**config.mk**
```make
export PLATFORM = sky130hd
export DESIGN_NAME = bcd_calendar
export DESIGN_NICKNAME = d
export VERILOG_FILES = /design/src/rtl/bcd_cal_pkg.sv /design/src/rtl/cal_month_len.sv /design/src/rtl/cal_advance.sv /design/src/rtl/cal_read_mux.sv /design/src/rtl/bcd_calendar.sv
export SDC_FILE = /design/constraint.sdc
export NUM_CORES = 1
export LEC_CHECK = 0
export BUFFER_PORTS_ARGS = -buffer_cell sky130_fd_sc_hd__buf_2
export CORE_UTILIZATION = 45
export CTS_CLUSTER_DIAMETER = 200
export DETAILED_ROUTE_END_ITERATION = 6
export PLACE_DENSITY = 0.67
export SKIP_CTS_REPAIR_TIMING = 1
export SYNTH_ARGS = -nofsm -noshare
export SYNTH_HDL_FRONTEND = slang
export SYNTH_HIERARCHICAL = 1
export SYNTH_SLANG_ARGS = --single-unit
```
**constraint.sdc**
```tcl
create_clock -name clk -period 3.6 [get_ports clk]
set_clock_uncertainty 0.05 [all_clocks]
set_input_delay 0.36 -clock clk [delete_from_list [all_inputs] [get_ports clk]]
set_output_delay 0.36 -clock clk [all_outputs]
set_load 0.05 [all_outputs]
```
**src/rtl/bcd_cal_pkg.sv**
```systemverilog
package bcd_cal_pkg;
    localparam int FIELDS  = 7;
    localparam int IX_SEC  = 0;
    localparam int IX_MIN  = 1;
    localparam int IX_HOUR = 2;
    localparam int IX_DAY  = 3;
    localparam int IX_MON  = 4;
    localparam int IX_YEAR = 5;
    localparam int IX_WDAY = 6;
    localparam int EVTS    = 4;

    typedef logic [7:0] bcd8_t;
    typedef logic [FIELDS-1:0][7:0] cal_fields_t;

    typedef struct packed {
        cal_fields_t      live;
        cal_fields_t      shadow;
        logic             run;
        logic             snap;
        logic             view;
        logic [EVTS-1:0]  evt;
    } cal_state_t;

    // one BCD step up, valid for 00..98
    function automatic bcd8_t bcd_inc(bcd8_t v);
        if (v[3:0] >= 4'd9) return {v[7:4] + 4'd1, 4'd0};
        return {v[7:4], v[3:0] + 4'd1};
    endfunction

    function automatic logic [6:0] bcd_to_bin(bcd8_t v);
        return 7'(v[7:4]) * 7'd10 + 7'(v[3:0]);
    endfunction
endpackage

```
**src/rtl/cal_month_len.sv**
```systemverilog
module cal_month_len
    import bcd_cal_pkg::*;
(
    input  bcd8_t month,
    input  bcd8_t year,
    output bcd8_t last_day
);
    logic [6:0] year_bin;
    logic       leap;

    assign year_bin = bcd_to_bin(year);
    assign leap     = (year_bin[1:0] == 2'b00);

    always_comb begin
        case (month)
            8'h04, 8'h06, 8'h09, 8'h11: last_day = 8'h30;
            8'h02:                      last_day = leap ? 8'h29 : 8'h28;
            default:                    last_day = 8'h31;
        endcase
    end
endmodule

```
**src/rtl/cal_advance.sv**
```systemverilog
module cal_advance
    import bcd_cal_pkg::*;
#(
    parameter bcd8_t SEC_TOP  = 8'h59,
    parameter bcd8_t HOUR_TOP = 8'h23,
    parameter bcd8_t WDAY_TOP = 8'h06,
    parameter bcd8_t MON_TOP  = 8'h12,
    parameter bcd8_t YEAR_TOP = 8'h99
) (
    input  cal_fields_t cur,
    input  bcd8_t       last_day,
    output cal_fields_t nxt,
    output logic        wrap_sec,
    output logic        wrap_min,
    output logic        wrap_hour
);
    logic wrap_day, wrap_mon;

    always_comb begin
        wrap_sec  = cur[IX_SEC]  >= SEC_TOP;
        wrap_min  = wrap_sec  && (cur[IX_MIN]  >= SEC_TOP);
        wrap_hour = wrap_min  && (cur[IX_HOUR] >= HOUR_TOP);
        wrap_day  = wrap_hour && (cur[IX_DAY]  >= last_day);
        wrap_mon  = wrap_day  && (cur[IX_MON]  >= MON_TOP);

        nxt = cur;
        nxt[IX_SEC] = wrap_sec ? 8'h00 : bcd_inc(cur[IX_SEC]);
        if (wrap_sec)
            nxt[IX_MIN] = wrap_min ? 8'h00 : bcd_inc(cur[IX_MIN]);
        if (wrap_min)
            nxt[IX_HOUR] = wrap_hour ? 8'h00 : bcd_inc(cur[IX_HOUR]);
        if (wrap_hour) begin
            nxt[IX_DAY]  = wrap_day ? 8'h01 : bcd_inc(cur[IX_DAY]);
            nxt[IX_WDAY] = (cur[IX_WDAY] >= WDAY_TOP) ? 8'h00 : bcd_inc(cur[IX_WDAY]);
        end
        if (wrap_day)
            nxt[IX_MON] = wrap_mon ? 8'h01 : bcd_inc(cur[IX_MON]);
        if (wrap_mon)
            nxt[IX_YEAR] = (cur[IX_YEAR] >= YEAR_TOP) ? 8'h00 : bcd_inc(cur[IX_YEAR]);
    end
endmodule

```
**src/rtl/cal_read_mux.sv**
```systemverilog
module cal_read_mux
    import bcd_cal_pkg::*;
#(
    parameter int ADDR_W    = 4,
    parameter int CTRL_ADDR = 8
) (
    input  logic [ADDR_W-1:0] addr,
    input  cal_fields_t       live,
    input  cal_fields_t       shadow,
    input  logic              view,
    input  logic [7:0]        ctrl_byte,
    output logic [7:0]        rd_data
);
    cal_fields_t sel;

    genvar g;
    generate
        for (g = 0; g < FIELDS; g++) begin : g_field
            assign sel[g] = view ? shadow[g] : live[g];
        end
    endgenerate

    always_comb begin
        rd_data = 8'h00;
        if (addr < ADDR_W'(FIELDS))
            rd_data = sel[addr[2:0]];
        else if (addr == ADDR_W'(CTRL_ADDR))
            rd_data = ctrl_byte;
    end
endmodule

```
**src/rtl/bcd_calendar.sv**
```systemverilog
module bcd_calendar
    import bcd_cal_pkg::*;
#(
    parameter int ADDR_W    = 4,
    parameter int CTRL_ADDR = 8
) (
    input  logic              clk,
    input  logic              rst_n,
    input  logic              tick_1hz,
    input  logic              wr_en,
    input  logic [ADDR_W-1:0] reg_addr,
    input  logic [7:0]        wr_data,
    output logic [7:0]        rd_data,
    output logic              evt_sec,
    output logic              evt_min,
    output logic              evt_hour,
    output logic              evt_day
);
    localparam int RUN_BIT  = 0;
    localparam int SNAP_BIT = 6;
    localparam int VIEW_BIT = 7;

    cal_state_t  s_q, s_d;
    cal_fields_t adv_next;
    bcd8_t       last_day;
    logic        w_sec, w_min, w_hour;
    logic        time_wr, ctrl_wr;
    logic [7:0]  ctrl_byte;

    assign time_wr = wr_en && (reg_addr < ADDR_W'(FIELDS));
    assign ctrl_wr = wr_en && (reg_addr == ADDR_W'(CTRL_ADDR));

    cal_month_len u_len (
        .month    (s_q.live[IX_MON]),
        .year     (s_q.live[IX_YEAR]),
        .last_day (last_day)
    );

    cal_advance u_adv (
        .cur       (s_q.live),
        .last_day  (last_day),
        .nxt       (adv_next),
        .wrap_sec  (w_sec),
        .wrap_min  (w_min),
        .wrap_hour (w_hour)
    );

    always_comb begin
        ctrl_byte           = 8'h00;
        ctrl_byte[RUN_BIT]  = s_q.run;
        ctrl_byte[SNAP_BIT] = s_q.snap;
        ctrl_byte[VIEW_BIT] = s_q.view;
    end

    cal_read_mux #(
        .ADDR_W    (ADDR_W),
        .CTRL_ADDR (CTRL_ADDR)
    ) u_rd (
        .addr      (reg_addr),
        .live      (s_q.live),
        .shadow    (s_q.shadow),
        .view      (s_q.view),
        .ctrl_byte (ctrl_byte),
        .rd_data   (rd_data)
    );

    always_comb begin
        s_d      = s_q;
        s_d.evt  = '0;
        s_d.snap = 1'b0;

        // pending snapshot: freeze all live fields in one cycle
        if (s_q.snap) begin
            s_d.shadow = s_q.live;
            s_d.view   = 1'b1;
        end

        // host write beats the tick; the tick is dropped
        if (time_wr) begin
            s_d.live[reg_addr[2:0]] = wr_data;
        end else if (tick_1hz && s_q.run) begin
            s_d.live = adv_next;
            s_d.evt  = {w_hour, w_min, w_sec, 1'b1};
        end

        if (ctrl_wr) begin
            s_d.run  = wr_data[RUN_BIT];
            s_d.snap = wr_data[SNAP_BIT];
            if (!wr_data[SNAP_BIT])
                s_d.view = 1'b0;
        end
    end

    always_ff @(posedge clk) begin
        if (!rst_n) begin
            s_q               <= '0;
            s_q.live[IX_DAY]  <= 8'h01;
            s_q.live[IX_MON]  <= 8'h01;
        end else begin
            s_q <= s_d;
        end
    end

    assign evt_sec  = s_q.evt[0];
    assign evt_min  = s_q.evt[1];
    assign evt_hour = s_q.evt[2];
    assign evt_day  = s_q.evt[3];
endmodule

```
==> results.json, run 1 <==
{
  "start_kind": "register",
  "first_global_vias": 6973,
  "clk_pin_slew_worst_paths_ns": 0.06,
  "drt-vias-per-instance": 6.087,
  "worst_setup_path_startpoint": "s_q[100]",
  "worstMarginPinSlew_ns": 0.9929,
  "postSynth.asyncResetShare_pct": 0,
  "critPathArrivalTime_ns": 3.64,
  "number_of_synthesis_warnings": 6,
  "classification_of_the_worst_slack_hold_path": "input pin to register",
  "post_synth_edffs": 0,
  "sequential_cell_area_um2": 2386,
  "yosys.area.top_type_share_pct": 28.71,
  "final-max-slew-violation-count": 0,
  "ys_top_cells_by_count": "134 x sky130_fd_sc_hd__nand2_1, 119 x sky130_fd_sc_hd__dfxtp_1, 114 x sky130_fd_sc_hd__mux2i_1",
  "cts.root.buffer_cell": "sky130_fd_sc_hd__clkbuf_16",
  "clock_path_buffers": 2,
  "timing.setup.critical_path_class": "register to register",
  "maxUsedRoutingLayer": "met4",
  "placeableCoreArea_um2": 18020,
  "synth_cell_type_count": 74,
  "grt_start_max_net_pins": 58,
  "placement_rows": 49,
  "yosys.area.top_type": "sky130_fd_sc_hd__dfxtp_1",
  "synth_area_leaders": "sky130_fd_sc_hd__dfxtp_1 29%, sky130_fd_sc_hd__mux2i_1 14%, sky130_fd_sc_hd__ha_1 6.8%, sky130_fd_sc_hd__nand2_1 6.1%, sky130_fd_sc_hd__nor2b_1 4.7%",
  "post_synth.cell_area_avg_um2": 8.175,
  "detailed_routed_wire_length_on_met3_um": 1860,
  "drt_drc_violations_left": 0,
  "fin_crit_ns": 3.347,
  "setup_violations_final": 0,
  "global_route.usage.total_pct": 27.01,
  "number_of_i_o_pins": 28,
  "clock_latency_ns": 0.43,
  "setup-tns-final_ns": 0,
  "final_cells": 1270,
  "numPlacedInstances": 1236,
  "postRouteAntennaNets": 0,
  "timing.reg2reg.worst_path_depth": 11,
  "netlist_area_um2": 8298,
  "r2r_setup_slack_ns": 0.25,
  "worstSetupEndpointType": "register",
  "detail_route.iter0.violations": 772,
  "tritoncts_num_sinks": 119,
  "wirelength_met1_um": 11080,
  "irDropWorstVdd_uv": 312.3,
  "worst_ep_required_time_ns": 3.90,
  "met2_length_um": 11510,
  "critical_path.max_fanout": 12,
  "yosys.cell_count.top_type": "sky130_fd_sc_hd__nand2_1",
  "holdPathStages": 3,
  "htreeDepth": 4,
  "die_area_um2": 18990,
  "wire_length_of_the_first_global_routing_pass_um": 38700,
  "number_of_port_buffers": 27,
  "achievable-frequency_ghz": 0.2988,
  "layout.nets": 1087,
  "timing.max_cap.violations": 0,
  "fillerInstances": 1752,
  "slew_headroom_pct": 33.80,
  "gp_routability_congestion": 0.8930,
  "result_of_the_run": "finished clean",
  "drive_above_1_share_pct": 11.74,
  "grt.overflow.total": 0,
  "detail_route.wirelength_um": 25210,
  "detailroute.via_count": 7730,
  "yosys_register_bits": 119,
  "tritoncts": "yes",
  "number_of_antenna_violations_at_the_first_check_in_global_routing": 1,
  "fin_hold_ws_ns": 0.2319,
  "rsz0062_at_grt": "no",
  "fraction_of_the_yosys_area_taken_by_sequential_cells_pct": 28.71,
  "wl_per_cell_um": 19.85,
  "netlist_instances": 1015,
  "hpwlAfterDp_um": 17210,
  "floorplan.die.width_um": 137.8,
  "floorplan.initialDensity_pct": 46.04,
  "cts_inserted_buffers": 17,
  "ratio_of_total_power_to_cell_area_nw_per_um2": 363.8,
  "die_h_um": 137.8,
  "power_leakage_nw": 3.293,
  "layout_worst_path_cycle_share_pct": 92.98,
  "flow.area_growth_from_synthesis_pct": 9.982,
  "hold_viol_final": 0,
  "dr.pass1.iters": 7,
  "hold_start": "wr_data[6]",
  "reg2reg_from": "s_q[100]",
  "total_area_of_multi_input_combinational_cells_um2": 5378,
  "synthFlopType": "sky130_fd_sc_hd__dfxtp_1"
}
[where the power goes]
group / switching [mW] / leakage, nW / internal (mW)
sequential: 0.0262 / 0.961 / 1.33
combinational: 0.236 / 2.08 / 0.127
clock: 0.659 / 0.251 / 0.940
[routing by layer]
| metal | GRT usage [%] | up-vias |
|---|---|---|
| met2 | 41.32 | 308 |
| met3 | 6.880 | 69 |
| met5 | 0 | - |
| li1 | - | 3652 |
| met1 | 35.56 | 3701 |
| met4 | 12.02 | 0 |
[cells in the final DEF, fill, tap and decap left out, types with 33 or more instances in the layout]
cell type	count
sky130_fd_sc_hd__inv_1	38
sky130_fd_sc_hd__nor2_1	48
sky130_fd_sc_hd__mux2i_1	114
sky130_fd_sc_hd__a31oi_1	53
sky130_fd_sc_hd__ha_1	45
sky130_fd_sc_hd__dfxtp_1	118
sky130_fd_sc_hd__nor2b_1	63
sky130_fd_sc_hd__buf_4	33
sky130_fd_sc_hd__nand2_1	134
sky130_fd_sc_hd__o21ai_0	50
[logic make-up (layout without fill, tap and decap cells)]
logic type,count (synthesis),after routing,share of synthesized area (%)
buffers and inverters,114,131,7.117
multiplexers,116,116,14.02
XOR/XNOR,10,10,1.056
flip-flops,119,119,28.71
AO/OA/AOI/OAI,242,242,19.80
adder cells (fa/ha/maj),45,45,6.785
AND/OR/NAND/NOR,365,365,22.33
other,4,13,0.1809
[metrics by stage]
step	util, %	total power [mW]	cell area [µm²]	setup slack, ns
6_report	50.63	3.320	9126	0.2528
5_1_grt	50.62	3.423	9124	0.007677
4_1_cts	50.60	3.322	9121	0.2789
3_5_place_dp	47.60	1.738	8579	0.3150
3_3_place_gp	47.60	1.734	8579	0.3378
2_1_floorplan	-	1.644	8324	0.5752
[cell type report]
cell class	count	share of cell area [%]
multi-input combinational	789	58.93
sequential	119	26.14
clock buffer	19	4.744
timing repair buffer	60	4.195
tap	229	3.140
inverter	39	1.604
clock inverter	13	1.193
antenna	2	0.05484
[registers in the layout, summed over array words and instances (netlist names)]
register and flops:
ctrl_byte 3, evt_day 1, evt_hour 1, evt_min 1
evt_sec 1, s_q 112
[final timing paths]
check | endpoint
min reg2reg | s_q[40]
min | ctrl_byte[6]
max | s_q[98]
max reg2reg | s_q[98]
[worst max-delay path, cell delays in order, from the launching register on]
cell	delay, ns
sky130_fd_sc_hd__dfxtp_1	0.31
sky130_fd_sc_hd__or3_4	0.40
sky130_fd_sc_hd__nor4_1	0.30
sky130_fd_sc_hd__o211ai_1	0.13
sky130_fd_sc_hd__ha_1	0.30
sky130_fd_sc_hd__nand2b_1	0.17
sky130_fd_sc_hd__a2111oi_4	0.43
sky130_fd_sc_hd__o31a_1	0.44
sky130_fd_sc_hd__nor2_1	0.23
sky130_fd_sc_hd__a211oi_1	0.25
sky130_fd_sc_hd__nor2_1	0.07
sky130_fd_sc_hd__nor3_1	0.18
Note: power is estimated with default switching activity, not from simulation.
==> inputs of run 2 (changes only) <==
--- a/config.mk
+++ b/config.mk
@@ -5,12 +5,14 @@
 export SDC_FILE = /design/constraint.sdc
 export NUM_CORES = 1
 export LEC_CHECK = 0
+export ABC_AREA = 1
 export BUFFER_PORTS_ARGS = -buffer_cell sky130_fd_sc_hd__buf_2
 export CORE_UTILIZATION = 45
 export CTS_CLUSTER_DIAMETER = 200
 export DETAILED_ROUTE_END_ITERATION = 6
 export PLACE_DENSITY = 0.67
 export SKIP_CTS_REPAIR_TIMING = 1
+export SLEW_MARGIN = 10
 export SYNTH_ARGS = -nofsm -noshare
 export SYNTH_HDL_FRONTEND = slang
 export SYNTH_HIERARCHICAL = 1
==> run 2 against run 1 <==
Against the previous run:
- non-clock buffer count decreased by 21
- routed wire length increased by 15%
- setup slack improved by 0.50 ns
- sequential share of layout area decreased by 2.8 points
- register-to-register slack improved by 0.57 ns
- die area increased by 14%
- final cell count increased by 50%
- largest power group unchanged
==> results.json, run 2 <==
{
  "yosys.cell_count.top_type": "sky130_fd_sc_hd__nand2_1",
  "setup-tns-final_ns": 0,
  "netlist_instances": 1635,
  "synth_area_leaders": "sky130_fd_sc_hd__dfxtp_1 25%, sky130_fd_sc_hd__nand2_1 20%, sky130_fd_sc_hd__inv_1 9.6%, sky130_fd_sc_hd__nand3_1 8.7%, sky130_fd_sc_hd__nor2_1 7.1%",
  "timing.setup.critical_path_class": "register to output port",
  "hpwlAfterDp_um": 19330,
  "global_route.usage.total_pct": 27.92,
  "final_cells": 1904,
  "ys_top_cells_by_count": "496 x sky130_fd_sc_hd__nand2_1, 242 x sky130_fd_sc_hd__inv_1, 179 x sky130_fd_sc_hd__nor2_1",
  "flow.area_growth_from_synthesis_pct": 7.488,
  "floorplan.die.width_um": 147.4,
  "classification_of_the_worst_slack_hold_path": "input pin to register",
  "htreeDepth": 4,
  "net-switching-power_mw": 1.023,
  "clock_path_buffers": 2,
  "yosys_register_bits": 119,
  "drt-vias-per-instance": 5.218,
  "timing.reg2reg.worst_path_depth": 17,
  "worstMarginPinSlew_ns": 0.7008,
  "detail_route.iter0.violations": 733,
  "yosys.area.top_type": "sky130_fd_sc_hd__dfxtp_1",
  "die_h_um": 147.4,
  "detailroute.via_count": 9936,
  "worstPathBufferInverterCount": 2,
  "dr.pass1.iters": 7,
  "critPathArrivalTime_ns": 2.44,
  "power_frac_comb_pct": 13.0,
  "result_of_the_run": "finished clean",
  "numPlacedInstances": 1872,
  "worstPathCellList": "buf_4 > nand2_1 > nand2_1 > nand2_1 > a21oi_1 > nor2_1 > a21oi_1 > buf_2",
  "gp_routability_congestion": 0.8738,
  "antennaDiodeCount": 0,
  "fillerInstances": 2210,
  "holdPathStages": 3,
  "slew_headroom_pct": 53.28,
  "critical_path.max_fanout": 58,
  "r2r_setup_slack_ns": 0.82,
  "post_synth_edffs": 0,
  "layout.nets": 1682,
  "clockPowerShare_pct": 47.7,
  "rsz0062_at_grt": "no",
  "worst_ep_required_time_ns": 3.19,
  "tritoncts_num_sinks": 119,
  "drt_drc_violations_left": 0,
  "fin_crit_ns": 2.851,
  "detail_route.wirelength_um": 28910,
  "regMostFlops": "s_q",
  "clk_pin_slew_worst_paths_ns": 0.06,
  "setup_ws_ns": 0.7488,
  "fraction_of_the_yosys_area_taken_by_sequential_cells_pct": 25.06,
  "placeableCoreArea_um2": 20490,
  "worstSetupPathDepth": 8,
  "floorplan.initialDensity_pct": 46.39,
  "power_leakage_nw": 5.249,
  "drive_above_1_share_pct": 7.344,
  "hold_start": "wr_en",
  "postRouteAntennaNets": 0,
  "wl_per_cell_um": 15.18,
  "seqPwrFrac_pct": 39.3,
  "internal-power_mw": 2.496,
  "start_kind": "register",
  "synth_cell_type_count": 40,
  "pre_cts_ws_ns": 0.8618,
  "path_common_cell": "sky130_fd_sc_hd__nand2_1",
  "tritoncts": "yes",
  "timing.max_cap.violations": 0,
  "p_sw_share_pct": 29.07,
  "synthFlopType": "sky130_fd_sc_hd__dfxtp_1",
  "number_of_port_buffers": 27,
  "first_global_vias": 9240,
  "yosys.area.top_type_share_pct": 25.06,
  "post_synth.cell_area_avg_um2": 5.815,
  "cpMaxStageDelayCell": "sky130_fd_sc_hd__buf_4",
  "worst_setup_path_startpoint": "ctrl_byte[7]",
  "wire_length_of_the_first_global_routing_pass_um": 47540,
  "placement_rows": 52,
  "final_common_cell": "sky130_fd_sc_hd__nand2_1",
  "critical_path.max_stage_delay_ns": 0.57,
  "cts_inserted_buffers": 17,
  "reg2reg_to": "s_q[95]",
  "netlist_area_um2": 9508,
  "largest_reg_flops": 112,
  "grt.overflow.total": 0,
  "irDropWorstVdd_uv": 369.6,
  "number_of_synthesis_warnings": 6,
  "number_of_i_o_pins": 28,
  "hold_viol_final": 0,
  "reg2reg_from": "s_q[95]",
  "ratio_of_total_power_to_cell_area_nw_per_um2": 344.3,
  "clock_latency_ns": 0.42,
  "most-common-layout-cells": "495 x sky130_fd_sc_hd__nand2_1, 242 x sky130_fd_sc_hd__inv_1, 179 x sky130_fd_sc_hd__nor2_1, 165 x sky130_fd_sc_hd__nand3_1, 117 x sky130_fd_sc_hd__dfxtp_1",
  "setup_violations_final": 0,
  "postSynth.asyncResetShare_pct": 0,
  "cts.root.buffer_cell": "sky130_fd_sc_hd__clkbuf_16",
  "final-max-slew-violation-count": 0,
  "die_area_um2": 21710,
  "layout_worst_path_cycle_share_pct": 79.20,
  "worst_path_top_cell_family_by_delay": "buffers and inverters",
  "fin_hold_ws_ns": 0.2795,
  "grt_start_max_net_pins": 68,
  "achievable-frequency_ghz": 0.3507,
  "number_of_antenna_violations_at_the_first_check_in_global_routing": 0,
  "worstSetupEndpoint": "rd_data[7]",
  "post-layout-total-power_mw": 3.518,
  "worstSetupEndpointType": "output port"
}
## run 2: cell count changes in the layout (fill, tap and decap cells not counted), sizes merged, moves of 21 or more
cell / before / now
a21oi: 28 / 88
a31oi: 54 / 2
buf: 60 / 39
inv: 38 / 258
mux2i: 114 / 0
nand2: 134 / 506
nand3: 13 / 171
nand4: 8 / 29
nor2: 50 / 189
nor2b: 63 / 0
o21ai: 52 / 89
o31ai: 32 / 0
## run 2: kinds of logic (layout without fill, tap and decap cells)
logic type                 after synthesis  count (layout)  share of synthesized area (%)
AOI/OAI and AO/OA                      192             192                          10.54
xor gates and xnor gates                20              20                          1.842
adders and majority gates               45              45                          5.922
buffers and inverters                  336             328                          15.21
DFF                                    119             119                          25.06
other                                    4              11                         0.1579
and+or+nand+nor                        919             919                          41.27
## run 2: final cells by class
cell class	count	area, µm²	area share (%)
Multi-Input combinational cell	1187	5708	55.85
Clock inverter	10	95.09	0.9305
Inverter	257	967.2	9.464
Tap cell	270	337.8	3.306
Timing Repair Buffer	39	240.2	2.351
Sequential cell	119	2387	23.36
Clock buffer	22	484.2	4.738
## run 2: worst register-to-register path: cells and delay by family, from the launching register on
kind / cells / cell delay [ns]
AO/OA/AOI/OAI: 3 / 0.61
AND/OR/NAND/NOR: 13 / 1.11
flip-flops: 1 / 0.61
adder cells (fa/ha/maj): 1 / 0.30
## run 2: per-stage QoR
step           utilization [%]  area [µm²]
2_1_floorplan                -        9534
3_3_place_gp             47.04        9641
3_5_place_dp             47.04        9641
4_1_cts                  49.87       10220
5_1_grt                  49.87       10220
6_report                 49.87       10220
## run 2: power by group through the flow
| stage | registers (mW) | logic (mW) | clock network [mW] |
|---|---|---|---|
| finish | 1.38 | 0.457 | 1.68 |
| global route | 1.39 | 0.512 | 1.77 |
| CTS | 1.38 | 0.452 | 1.70 |
| detailed placement | 1.41 | 0.450 | 0 |
| global placement | 1.41 | 0.446 | 0 |
| floorplan | 1.40 | 0.346 | 0 |
## run 2: how the worst min path moves through the flow
stage	slack, ns	to
after global placement	0.43	s_q[39]
after CTS	0.26	ctrl_byte[6]
after detailed placement	0.43	s_q[39]
after floorplan	0.41	s_q[50]
after global routing	0.30	ctrl_byte[6]
final	0.28	ctrl_byte[6]
## run 2: routing by layer
layer,share of wire (%),GRT usage (%)
met1,44,36.16
met2,44,44.48
met3,7.8,5.776
met4,3.4,12.58
met5,0,0
==> inputs of run 3 (changes only) <==
--- a/config.mk
+++ b/config.mk
@@ -10,7 +10,7 @@
 export CORE_UTILIZATION = 45
 export CTS_CLUSTER_DIAMETER = 200
 export DETAILED_ROUTE_END_ITERATION = 6
-export PLACE_DENSITY = 0.67
+export PLACE_DENSITY = 0.69
 export SKIP_CTS_REPAIR_TIMING = 1
 export SLEW_MARGIN = 10
 export SYNTH_ARGS = -nofsm -noshare
==> constraint.sdc (replaced) <==
create_clock -name clk -period 2.47 [get_ports clk]
set_clock_uncertainty 0.05 [all_clocks]
set_input_delay 0.247 -clock clk [delete_from_list [all_inputs] [get_ports clk]]
set_output_delay 0.247 -clock clk [all_outputs]
set_load 0.05 [all_outputs]
==> run 3 against run 2 <==
Against the previous run:
- routed wire length shrank 1.2%
- first-iteration DRC count grew 45%
- combinational power increased by 63%
- clock-buffer cell count shrank 4
- register-to-register slack got worse by 0.67 ns
- flip-flop and latch count unchanged
- largest cell class unchanged
- largest power group unchanged
==> results.json, run 3 (synthesis gave the netlist of run 2 again) <==
{
  "cts.root.buffer_cell": "sky130_fd_sc_hd__clkbuf_16",
  "floorplan.die.width_um": 147.4,
  "layout.nets": 1719,
  "hold_viol_final": 0,
  "largest_reg_flops": 112,
  "result_of_the_run": "finished clean",
  "placeableCoreArea_um2": 20490,
  "layout_worst_path_cycle_share_pct": 97.53,
  "rsz0062_at_grt": "yes",
  "power_leakage_nw": 5.484,
  "worstPathCellList": "buf_4 > buf_6 > nand2_1 > nand3_1 > nand2_1 > nand2_1 > nand2_1 > nor2_1 > a21oi_1 > buf_4",
  "postRouteAntennaNets": 0,
  "numPlacedInstances": 1905,
  "die_area_um2": 21710,
  "gp_routability_congestion": 0.8850,
  "number_of_port_buffers": 27,
  "timing.max_cap.violations": 0,
  "hpwlAfterDp_um": 19310,
  "number_of_antenna_violations_at_the_first_check_in_global_routing": 0,
  "die_h_um": 147.4,
  "critical_path.max_stage_delay_ns": 0.33,
  "fillerInstances": 2079,
  "worstMarginPinSlew_ns": 0.6817,
  "placement_rows": 52,
  "dr.pass1.iters": 5,
  "drt_drc_violations_left": 0,
  "clock_latency_ns": 0.43,
  "ratio_of_total_power_to_cell_area_nw_per_um2": 490.6,
  "floorplan.initialDensity_pct": 46.39,
  "most-common-layout-cells": "493 x sky130_fd_sc_hd__nand2_1, 241 x sky130_fd_sc_hd__inv_1, 175 x sky130_fd_sc_hd__nor2_1, 165 x sky130_fd_sc_hd__nand3_1, 114 x sky130_fd_sc_hd__dfxtp_1",
  "drt-vias-per-instance": 5.199,
  "timing.setup.critical_path_class": "register to output port",
  "clock_path_buffers": 2,
  "wl_per_cell_um": 14.72,
  "number_of_i_o_pins": 28,
  "worst_setup_path_startpoint": "ctrl_byte[7]",
  "fin_crit_ns": 2.409,
  "global_route.usage.total_pct": 26.64,
  "antennaDiodeCount": 0,
  "clk_pin_slew_worst_paths_ns": 0.06,
  "tritoncts": "yes",
  "setup_violations_final": 0,
  "achievable-frequency_ghz": 0.4151,
  "post-layout-total-power_mw": 5.238,
  "cts_inserted_buffers": 17,
  "critical_path.max_fanout": 21,
  "worst_ep_required_time_ns": 2.17,
  "first_global_vias": 8928,
  "slew_headroom_pct": 54.39,
  "grt_start_max_net_pins": 113,
  "cpMaxStageDelayCell": "sky130_fd_sc_hd__dfxtp_2",
  "pre_cts_ws_ns": 0.09668,
  "flow.area_growth_from_synthesis_pct": 12.29,
  "start_kind": "register",
  "worstSetupEndpointType": "output port",
  "grt.overflow.total": 0,
  "fin_hold_ws_ns": 0.1636,
  "reg2reg_from": "s_q[102]",
  "final_cells": 1941,
  "setup_ws_ns": 0.06092,
  "detail_route.wirelength_um": 28570,
  "hold_start": "wr_en",
  "irDropWorstVdd_uv": 521.6,
  "critPathArrivalTime_ns": 2.11,
  "tritoncts_num_sinks": 119,
  "path_common_cell": "sky130_fd_sc_hd__nand2_1",
  "drive_above_1_share_pct": 10.41,
  "wire_length_of_the_first_global_routing_pass_um": 45890,
  "final-max-slew-violation-count": 0,
  "detailroute.via_count": 10090,
  "htreeDepth": 4,
  "final_common_cell": "sky130_fd_sc_hd__nand2_1",
  "finalCoreUtilization_pct": 52.09,
  "classification_of_the_worst_slack_hold_path": "input pin to register",
  "regMostFlops": "s_q",
  "detail_route.iter0.violations": 1065
}
run 3: cell count changes in the layout (fill, tap and decap cells not counted), sizes merged:
cell,delta
inv,+3
buf,+36
nand2,+1
clkinvlp,-1
clkbuf,-4
clkinv,+1
bufinv,+1
run 3: report_power, final:
group,internal (mW),switching [mW]
Sequential,1.96,0.0431
Combinational,0.229,0.515
Clock,1.49,1.00
Total,3.68,1.56
run 3: critical path, delay by kind of cell, from the launching register on:
| family | cells | cell delay [ns] |
|---|---|---|
| compound gates | 1 | 0.22 |
| simple gates | 6 | 0.47 |
| buf+inv | 3 | 0.64 |
| flops | 1 | 0.33 |
run 3: path summary, 6_finish.rpt:
check	endpoint	depth (start not counted)	slack [ns]
worst max-delay path	rd_data[1]	10	0.06
worst min-delay path	ctrl_byte[6]	3	0.16
worst max register to register	s_q[110]	18	0.15
worst min register to register	s_q[14]	2	0.47
run 3: final cells by class:
cell class	instances	area, µm²	area share [%]
inverter	257	967.2	9.059
timing repair buffer	75	579.3	5.426
clock inverter	14	150.1	1.406
tap	270	337.8	3.164
clock buffer	18	429.2	4.020
multi-input combinational	1188	5822	54.53
sequential	119	2391	22.40
run 3: stage by stage:
stage / area [µm²] / TNS (ns)
2_1_floorplan: 9534 / 0
3_3_place_gp: 9926 / 0
3_5_place_dp: 9926 / 0
4_1_cts: 10510 / -0.08492
5_1_grt: 10680 / -0.6647
6_report: 10680 / 0
run 3: per-layer routing:
layer	track usage (%)	routed length, µm	vias to the layer above
met4	10.52	843	0
li1	-	-	5117
met5	0	0	-
met1	35.83	13140	4563
met2	42.43	12640	347
met3	4.286	1947	64
